### src/rtl/win_timing_out.sv
module win_timing_out #(
  parameter int PIX_W  = 12,
  parameter int LINE_W = 11
) (
  input  logic              clk,
  input  logic              rst_n,
  input  logic [PIX_W-1:0]  pix_cnt,
  input  logic [LINE_W-1:0] line_cnt,
  input  logic              field,
  input  logic [PIX_W-1:0]  cfg_h_start,
  input  logic [PIX_W-1:0]  cfg_h_stop,
  input  logic [LINE_W-1:0] cfg_v_start,
  input  logic [LINE_W-1:0] cfg_v_stop,
  input  logic [2:0]        cfg_mode,
  input  logic              cfg_invert,
  output logic              win_out
);

  localparam int MODE_AND = 0;
  localparam int MODE_OR  = 1;
  localparam int MODE_XOR = 2;

  logic [PIX_W-1:0]  sh_hs, sh_he;
  logic [LINE_W-1:0] sh_vs, sh_ve;
  logic [2:0]        sh_mode;
  logic              sh_inv;

  // only the first pixel of the first field is a frame start
  wire frame_start = (pix_cnt == '0) && (line_cnt == '0) && !field;

  wire [PIX_W-1:0]  eff_hs   = frame_start ? cfg_h_start : sh_hs;
  wire [PIX_W-1:0]  eff_he   = frame_start ? cfg_h_stop  : sh_he;
  wire [LINE_W-1:0] eff_vs   = frame_start ? cfg_v_start : sh_vs;
  wire [LINE_W-1:0] eff_ve   = frame_start ? cfg_v_stop  : sh_ve;
  wire [2:0]        eff_mode = frame_start ? cfg_mode    : sh_mode;
  wire              eff_inv  = frame_start ? cfg_invert  : sh_inv;

  wire h_act = (pix_cnt >= eff_hs) && (pix_cnt < eff_he);
  wire v_act = (line_cnt >= eff_vs) && (line_cnt < eff_ve);

  logic raw;
  always_comb begin
    if (eff_mode[MODE_AND])      raw = h_act & v_act;
    else if (eff_mode[MODE_OR])  raw = h_act | v_act;
    else if (eff_mode[MODE_XOR]) raw = h_act ^ v_act;
    else                         raw = h_act;
  end

  always_ff @(posedge clk) begin
    if (!rst_n) begin
      sh_hs   <= '0;
      sh_he   <= '0;
      sh_vs   <= '0;
      sh_ve   <= '0;
      sh_mode <= '0;
      sh_inv  <= 1'b0;
      win_out <= 1'b0;
    end else begin
      if (frame_start) begin
        sh_hs   <= cfg_h_start;
        sh_he   <= cfg_h_stop;
        sh_vs   <= cfg_v_start;
        sh_ve   <= cfg_v_stop;
        sh_mode <= cfg_mode;
        sh_inv  <= cfg_invert;
      end
      win_out <= raw ^ eff_inv;
    end
  end

  p_and_r4: assert property (@(posedge clk) disable iff (!rst_n)
    (eff_mode[MODE_AND] && !(h_act && v_act)) |=> (win_out == $past(eff_inv)));

  p_or_r5: assert property (@(posedge clk) disable iff (!rst_n)
    (eff_mode == 3'b010 && (h_act || v_act)) |=> (win_out != $past(eff_inv)));

  p_xor_r6: assert property (@(posedge clk) disable iff (!rst_n)
    (eff_mode == 3'b100 && h_act && v_act) |=> (win_out == $past(eff_inv)));

  p_none_r7: assert property (@(posedge clk) disable iff (!rst_n)
    (eff_mode == 3'b000) |=> (win_out == ($past(h_act) ^ $past(eff_inv))));

  p_hold_r11: assert property (@(posedge clk) disable iff (!rst_n)
    !frame_start |=> $stable({sh_hs, sh_he, sh_vs, sh_ve, sh_mode, sh_inv}));

endmodule

### config.mk
export PLATFORM = sky130hd
export DESIGN_NAME = win_timing_out
export DESIGN_NICKNAME = d
export VERILOG_FILES = /design/src/rtl/win_timing_out.sv
export SDC_FILE = /design/constraint.sdc
export NUM_CORES = 1
export LEC_CHECK = 0
export ABC_CLOCK_PERIOD_IN_PS = 11780
export BUFFER_PORTS_ARGS = -buffer_cell sky130_fd_sc_hd__buf_2
export CAP_MARGIN = 20
export CORE_UTILIZATION = 42
export CTS_CLUSTER_DIAMETER = 80
export CTS_CLUSTER_SIZE = 40
export DETAILED_ROUTE_END_ITERATION = 16
export PLACE_DENSITY_LB_ADDON = 0.2
export REMOVE_ABC_BUFFERS = 1
export SLEW_MARGIN = 25
export SYNTH_ARGS = -nofsm -noshare
export SYNTH_HDL_FRONTEND = slang
export SYNTH_SLANG_ARGS = --single-unit
### constraint.sdc
create_clock -name clk -period 11.78 [get_ports clk]
set_input_delay 0 -clock clk [delete_from_list [all_inputs] [get_ports clk]]
set_output_delay 0 -clock clk [all_outputs]
set_load 0.03 [all_outputs]
Yosys cells after proc, flatten, opt, wreduce, memory -nomap -nowiden

Cells that the tools add are included.

Flip-flop bits (word level): 51
Bits of input ports: 76
Output and inout bits: 1
Logic and storage cells: 31

Order comparisons: 4
Mux-type cells: 9
Bitwise gates (word level): 4
Reductions and logical operators: 7

Operators by type and width:

| kind                | count |
|---|---|
| $mux W12            | 2 |
| $mux W11            | 2 |
| $ge A12 B12 Y1      | 1 |
| $logic_not A12 Y1   | 1 |
| $lt A12 B12 Y1      | 1 |
| $ge A11 B11 Y1      | 1 |
| $logic_not A11 Y1   | 1 |
| $lt A11 B11 Y1      | 1 |
| $logic_and A1 B1 Y1 | 4 |
| $mux W1             | 4 |
| $mux W3             | 1 |
| $xor A1 B1 Y1       | 2 |
| $and A1 B1 Y1       | 1 |
| $logic_not A1 Y1    | 1 |
| $or A1 B1 Y1        | 1 |

Longest topological paths before layout

Gate-level depths: netlist (run 1).

Depth after elaboration: 11
Mapped depth: 19
Mapped depth without buffers: 17

Least setup slack after synthesis (run 1)

OpenSTA, ideal clock, no wires.

Path kind: in2reg
Start point: input line_cnt[3]
End point: register win_out
Setup time: 0.120 ns
Arrival: 4.053 ns
Data required time: 11.660 ns
Slack: 7.607 ns
Stages: 19
Path buffers: 2
Cell sequence: nor4_1 nand4_2 nor2_4 buf_2 buf_4 mux2i_1 ha_1 nor2b_1 o21a_1 o21a_1 o2111ai_1 a31oi_1 a2111oi_0 a2111o_1 ha_1 or4bb_1 o211ai_1 a211oi_1 a211o_1

Word-level cells in the longest chain between the ends: 11
Elaborated cells on any way between the ends: 22
Those cells by class: order compare: 4; mux: 9; bitwise: 4; reduce/logical: 5

RTL lines:

| element                                       | RTL line | RTL |
|---|---|---|
| start, declared                               | 8        | `input logic [LINE_W-1:0] line_cnt,` |
| $logic_not A11 Y1                             | 29       | `wire frame_start = (pix_cnt == '0) && (line_cnt == '0) && !field;` |
| $logic_and A1 B1 Y1 (2 in series)             | 29       |  |
| $mux W12 / $mux W11 (equally long branches)   | --       |  |
| $ge A12 B12 Y1 (tied with other cells)        | 38       | `wire h_act = (pix_cnt >= eff_hs) && (pix_cnt < eff_he);` |
| $logic_and A1 B1 Y1, on equally long branches | 38, 39   |  |
| $xor A1 B1 Y1                                 | 45       | `else if (eff_mode[MODE_XOR]) raw = h_act ^ v_act;` |
| $mux W1                                       | 45       |  |
| $mux W1                                       | 44       | `else if (eff_mode[MODE_OR]) raw = h_act \| v_act;` |
| $mux W1                                       | 43       | `if (eff_mode[MODE_AND]) raw = h_act & v_act;` |
| $xor A1 B1 Y1 *                               | 67       | `win_out <= raw ^ eff_inv;` |
| end signal, assigned                          | 67       |  |
| end, declared                                 | 16       | `output logic win_out` |

Every way passes the cells marked *; elsewhere a longest branch is shown, timed or not.
A chain may end at the register's enable or synchronous reset.

Worst setup path after layout (run 1)

Ends and elaborated chain as after synthesis.

==> results of run 1 <==
final cells by class:
| type | count | share of cell area |
|---|---|---|
| Multi-Input combinational cell | 237 | 0.479 |
| Clock buffer | 7 | 0.0193 |
| Inverter | 5 | 0.00475 |
| Sequential cell | 51 | 0.258 |
| Clock inverter | 1 | 0.00127 |
| Tap cell | 96 | 0.0304 |
| Timing Repair Buffer | 120 | 0.206 |
sequential cells by signal, summed over array words and instances, names as in the netlist:
register / count
sh_vs: 11
win_out: 1
sh_he: 12
sh_mode: 3
sh_hs: 12
sh_inv: 1
sh_ve: 11
cells by family after synthesis:
logic type,synth area share
compound gates,0.116
mux,0.165
fa+ha+maj,0.193
flops,0.342
buf+inv,0.0243
simple gates,0.160
placed cells by master, fill, tap and decap left out, drive strengths merged, types with 8 or more instances in the layout:
| master | n |
|---|---|
| nand4 | 10 |
| dfxtp | 51 |
| o21ai | 8 |
| mux2i | 46 |
| nor2 | 54 |
| ha | 46 |
| buf | 78 |
| a21oi | 12 |
| dlygate4sd3 | 42 |
per-stage QoR:
| step | power, mW | instances | cell area [sq um] | utilization | hold slack (ns) |
|---|---|---|---|---|---|
| 2_1_floorplan | 0.197 | 293 | 2930 | - | 0.122 |
| 3_3_place_gp | 0.220 | 467 | 3450 | 0.505 | 0.266 |
| 3_5_place_dp | 0.221 | 467 | 3450 | 0.505 | 0.268 |
| 4_1_cts | 0.330 | 517 | 3950 | 0.578 | 0.00159 |
| 5_1_grt | 0.343 | 517 | 3950 | 0.578 | 0.00625 |
| 6_report | 0.326 | 517 | 3950 | 0.578 | -0.00471 |
power groups by stage:
stage	clock (mW)	sequential [mW]	combinational, mW
global placement	0	0.177	0.0439
CTS	0.102	0.172	0.0551
finish	0.0983	0.172	0.0548
detailed placement	0	0.177	0.0443
global route	0.108	0.173	0.0616
floorplan	0	0.177	0.0206
worst paths after layout:
check | start | end | slack, ns | cells past startpoint
hold reg to reg | sh_he[0] | sh_he[0] | 0.50 | 2
setup reg to reg | sh_vs[1] | win_out | 8.35 | 14
hold / removal | cfg_v_stop[10] | sh_ve[10] | -0.005 | 3
setup / recovery | line_cnt[3] | win_out | 7.18 | 18
layer usage:
layer / share of wire / global-route usage / routed length, um / vias up
met5: 0 / 0 / 0 / -
met3: 0.032 / 0.0333 / 220 / 11
met4: 0.012 / 0.0485 / 87 / 0
li1: - / - / - / 1348
met2: 0.50 / 0.370 / 3480 / 53
met1: 0.46 / 0.238 / 3180 / 1226
worst max-delay path, cell delays in order:
cell       delay [ns]
buf_2            0.13
nor4_1           0.42
nand4_2          0.23
nor2_4           0.83
mux2i_1          0.34
ha_1             0.28
nor2b_1          0.13
o21a_1           0.16
o21a_1           0.16
o2111ai_1        0.18
a31oi_1          0.11
a2111oi_0        0.53
a2111o_1         0.22
ha_1             0.16
or4bb_1          0.48
o211ai_1         0.13
a211oi_1         0.07
a211o_1          0.23
==> reports/metrics.yaml, run 1 <==
status:
  status: "finished with violations"
  violations: "negative hold slack"
yosys:
  synthArstFlopShare: 0
  synth.cell_area_sq_um: 2990
  yosysMostFrequentCell: "nor2_1"
  ys_seq_elements: 51
  synth_enable_flop_cells: 0
  syn_inst: 303
  ys.warnings.count: 0
  yosysTopAreaCellShare: 0.342
  ys_seq_area_frac: 0.342
  yosys.cell_types.count: 40
  synth_common_cells: "53 x nor2_1, 51 x dfxtp_1, 46 x ha_1, 46 x mux2i_1, 12 x a21oi_1"
  ys.flop_type: "dfxtp_1"
  synth_area_leader_cell: "dfxtp_1"
  yosys-top-cells-area: "dfxtp_1 34%, ha_1 19%, mux2i_1 15%"
  avgSynthCellArea_sq_um: 9.86
setup_path:
  critPathArrivalTime_ns: 4.79
  start_kind: "input port"
  cp.required_ns: 11.97
  path_class: "in -> reg"
  crit_fanout: 26
  worstSetupEndpointType: "register"
drt:
  drc_errors: 0
  num_vias: 2638
  wl_mm: 6.97
  viasPerCell: 5.10
  avgRoutedWirePerCell_um: 13.5
  drtPass1Iterations: 4
  drtIter0Drc: 72
  drtAntennaViolNets: 0
timing:
  final.period_utilization: 0.391
  worst_pin_slew_ns: 0.991
  min_period_ns: 4.60
  relSlewSlack: 0.338
  hold_slack_ns: -0.00471
  setup_tns_ns: 0
  worst_slack_ns: 7.18
  rsz0062_at_grt: "no"
  maxSlewViolCount: 0
  hold_viol: 2
  skew_ns: 0.00977
  fmax_mhz: 217
  setup_viol_count_final: 0
die:
  die_h_um: 86.3
  die_area_sq_um: 7460
  coreArea_sq_um: 6830
  initial_core_util: 0.437
  ios: 77
  rows: 30
  die_w_um: 86.3
place:
  portBuffers: 76
  pre_cts_ws_ns: 6.82
  gp_congestion: 0.829
  dp_hpwl_mm: 5.32
clock_network:
  post-cts-setup-buffers: 0
  numCtsBuffers: 5
  hold_buffers: 42
  clk_pin_slew_ns: 0.09
  cts_tree: "done"
  clk_latency_ns: 0.30
  ctsHtreeMaxLevel: 2
  cts_buffer_depth: 2
  root_buffer: "clkbuf_8"
  clock-sinks: 51
  post_cts_resized: 0
min_path:
  hp-class: "in -> reg"
finish:
  finalNetCount: 542
  drive_gt1_frac: 0.223
  fillCellCount: 650
  antenna_cells: 0
  regArea_sq_um: 1020
  multi_input_area_sq_um: 1890
  syn_to_final_growth_pct: 32.2
power_and_ir_drop:
  netSwitchingFraction: 0.249
  switchingPower_mw: 0.0812
  pwr_density_cell_nw_per_um2: 82.4
  irDropWorstVdd_mv: 0.0486
  combPwrFrac: 0.168
  clkPwrFrac: 0.302
  pwr-share-seq: 0.530
  p_int_mw: 0.244
  total_leakage_power_nw: 1.61
global_routing:
  grt_max_degree: 48
  grt_pass1_vias: 2666
  grt_usage: 0.199
  antenna_found_initial: 0
  grt_pass1_wl_mm: 11.8
  overflow: 0
job:
  max_cap_violations: 0
Power figures use the tool's default switching activity.
==> inputs of run 2 (changes only) <==
ABC_CLOCK_PERIOD_IN_PS = 4050   (was 11780)
clock period = 4.05 ns   (was 11.78 ns; I/O delays follow)
==> run 2 against run 1 <==
Net effect:
- the run still ends with negative hold slack left
- non-clock buffer count up 6
- count of clock-buffer cells in the layout did not move
- first-iteration DRC count down 14%
- worst setup slack worse by 6.8 ns
- flip-flop and latch count is the same
- clock skew fell by 0.0048 ns
- design area up 2.0%
- clock power grew to 2.9 times the previous value
- cell count rose by 1.2%
==> reports/metrics.yaml, run 2 (synthesis gave the netlist of run 1 again) <==
timing:
  worst_pin_slew_ns: 0.507
  hold_slack_ns: -0.00638
  final.period_utilization: 0.904
  hold_viol: 1
  skew_ns: 0.00494
  min_period_ns: 3.66
  relSlewSlack: 0.662
  setup_viol_count_final: 0
  rsz0062_at_grt: "no"
  fmax_mhz: 273
  maxSlewViolCount: 0
setup_path:
  crit_family: "compound AO/OA/AOI/OAI gates"
  crit_chain: "buf_2 -> nor4_2 -> nand4_2 -> nor2_4 -> mux2i_1 -> ha_1 -> nor2b_1 -> o21a_1 -> o21a_1 -> o2111ai_1 -> a31oi_1 -> a2111oi_1 -> buf_4 -> a2111o_1 -> ha_1 -> or4bb_1 -> o211ai_1 -> a211oi_1 -> a211o_1"
  critPathArrivalTime_ns: 3.85
  cp.required_ns: 4.24
  crit_slowest_cell: "or4bb_1"
  start_kind: "input port"
  worstSetupEndpointType: "register"
  path_class: "in -> reg"
  slowest_delay_ns: 0.47
  crit_fanout: 3
  crit_buf_inv: 2
power_and_ir_drop:
  p_total_mw: 0.949
  total_leakage_power_nw: 1.65
  irDropWorstVdd_mv: 0.132
  pwr_density_cell_nw_per_um2: 236
finish:
  mostFrequentLayoutCells: "76 x buf_2, 53 x nor2_1, 51 x dfxtp_1"
  largestRegisters: "sh_he (12), sh_hs (12)"
  final_core_util: 0.590
  mostFrequentLayoutCell: "buf_2"
  fillCellCount: 643
  antenna_cells: 0
  fin_area_sq_um: 4030
  multi_input_area_sq_um: 1900
  finalNetCount: 548
  regArea_sq_um: 1020
  syn_to_final_growth_pct: 34.8
  drive_gt1_frac: 0.237
die:
  rows: 30
  ios: 77
  die_area_sq_um: 7460
  die_w_um: 86.3
  initial_core_util: 0.437
  coreArea_sq_um: 6830
  die_h_um: 86.3
global_routing:
  grt_max_degree: 42
  grt_usage: 0.195
  grt_pass1_wl_mm: 11.6
  antenna_found_initial: 0
  overflow: 0
  grt_pass1_vias: 2651
drt:
  wl_mm: 7.01
  drtAntennaViolNets: 0
  num_vias: 2684
  viasPerCell: 5.13
  avgRoutedWirePerCell_um: 13.4
  drtIter0Drc: 62
  drtPass1Iterations: 4
  drc_errors: 0
place:
  gp_congestion: 0.858
  placed_area_sq_um: 3520
  portBuffers: 76
  dp_hpwl_mm: 5.43
job:
  max_cap_violations: 0
clock_network:
  ctsHtreeMaxLevel: 2
  numCtsBuffers: 5
  root_buffer: "clkbuf_8"
  clk_latency_ns: 0.30
  clk_pin_slew_ns: 0.09
  cts_tree: "done"
  clock-sinks: 51
  cts_buffer_depth: 2
status:
  violations: "negative hold slack"
  status: "finished with violations"
min_path:
  hp-class: "in -> reg"
-- run 2: cell types whose count changed in the layout (fill, tap and decap cells not counted) --
cell	delta
a2111oi_1	+1
nor4_2	+1
nor4_1	-1
buf_4	+4
a2111oi_0	-1
buf_12	+2
-- run 2: worst paths after layout --
| kind | from | to | slack, ns | cells past startpoint |
|---|---|---|---|---|
| setup reg to reg | sh_vs[1] | win_out | 0.81 | 15 |
| hold / removal | cfg_h_start[7] | sh_hs[7] | -0.006 | 3 |
| hold reg to reg | sh_he[0] | sh_he[0] | 0.49 | 2 |
| setup / recovery | line_cnt[2] | win_out | 0.39 | 19 |
-- run 2: cell type report --
| cell class | instances | area share |
|---|---|---|
| tap | 96 | 0.0298 |
| timing repair buffer | 126 | 0.220 |
| clock buffer | 7 | 0.0189 |
| inverter | 5 | 0.00466 |
| multi-input combinational | 237 | 0.472 |
| clock inverter | 1 | 0.00124 |
| sequential | 51 | 0.253 |
-- run 2: worst reg2reg max path, cell delays in order (launching register included) --
cell and delay, ns:
dfxtp_1 0.31, mux2i_1 0.20, ha_1 0.28, nor2b_1 0.13, o21a_1 0.16, o21a_1 0.16
o2111ai_1 0.17, a31oi_1 0.12, a2111oi_1 0.27, buf_4 0.18, a2111o_1 0.10, ha_1 0.15
or4bb_1 0.47, o211ai_1 0.13, a211oi_1 0.07, a211o_1 0.23
-- run 2: power by group --
| group | internal (mW) | switching, mW | leakage, nW |
|---|---|---|---|
| sequential | 0.501 | 0.000122 | 0.411 |
| combinational | 0.0894 | 0.0729 | 1.20 |
| clock | 0.122 | 0.164 | 0.0422 |
| total | 0.713 | 0.237 | 1.65 |
-- run 2: metrics by stage --
stage	TNS [ns]	hold WS, ns	setup slack, ns	instances
after detailed placement	-0.0115	0.269	-0.0115	473
after global routing	0	0.0153	0.0491	523
final	0	-0.00638	0.389	523
after global placement	0	0.273	0.0550	473
after floorplan	-0.612	0.122	-0.612	293
after CTS	0	0.00413	0.294	523
-- run 2: routing by layer --
metal	share of wire	vias up	wire length, um	global-route usage
li1	-	1361	-	-
met1	0.45	1248	3130	0.225
met2	0.50	70	3520	0.379
met3	0.042	5	295	0.0314
met4	0.0077	0	54	0.0364
met5	0	-	0	0
-- run 2: what timing repair did --
| item | 4_1_cts | 5_1_grt |
|---|---|---|
| buffers inserted | 0 | 0 |
| setup endpoints to repair | 0 | 1 |
| endpoints found under the hold margin | 43 | 0 |
| hold buffers | 42 | 0 |
| resized for setup | 0 | 2 |
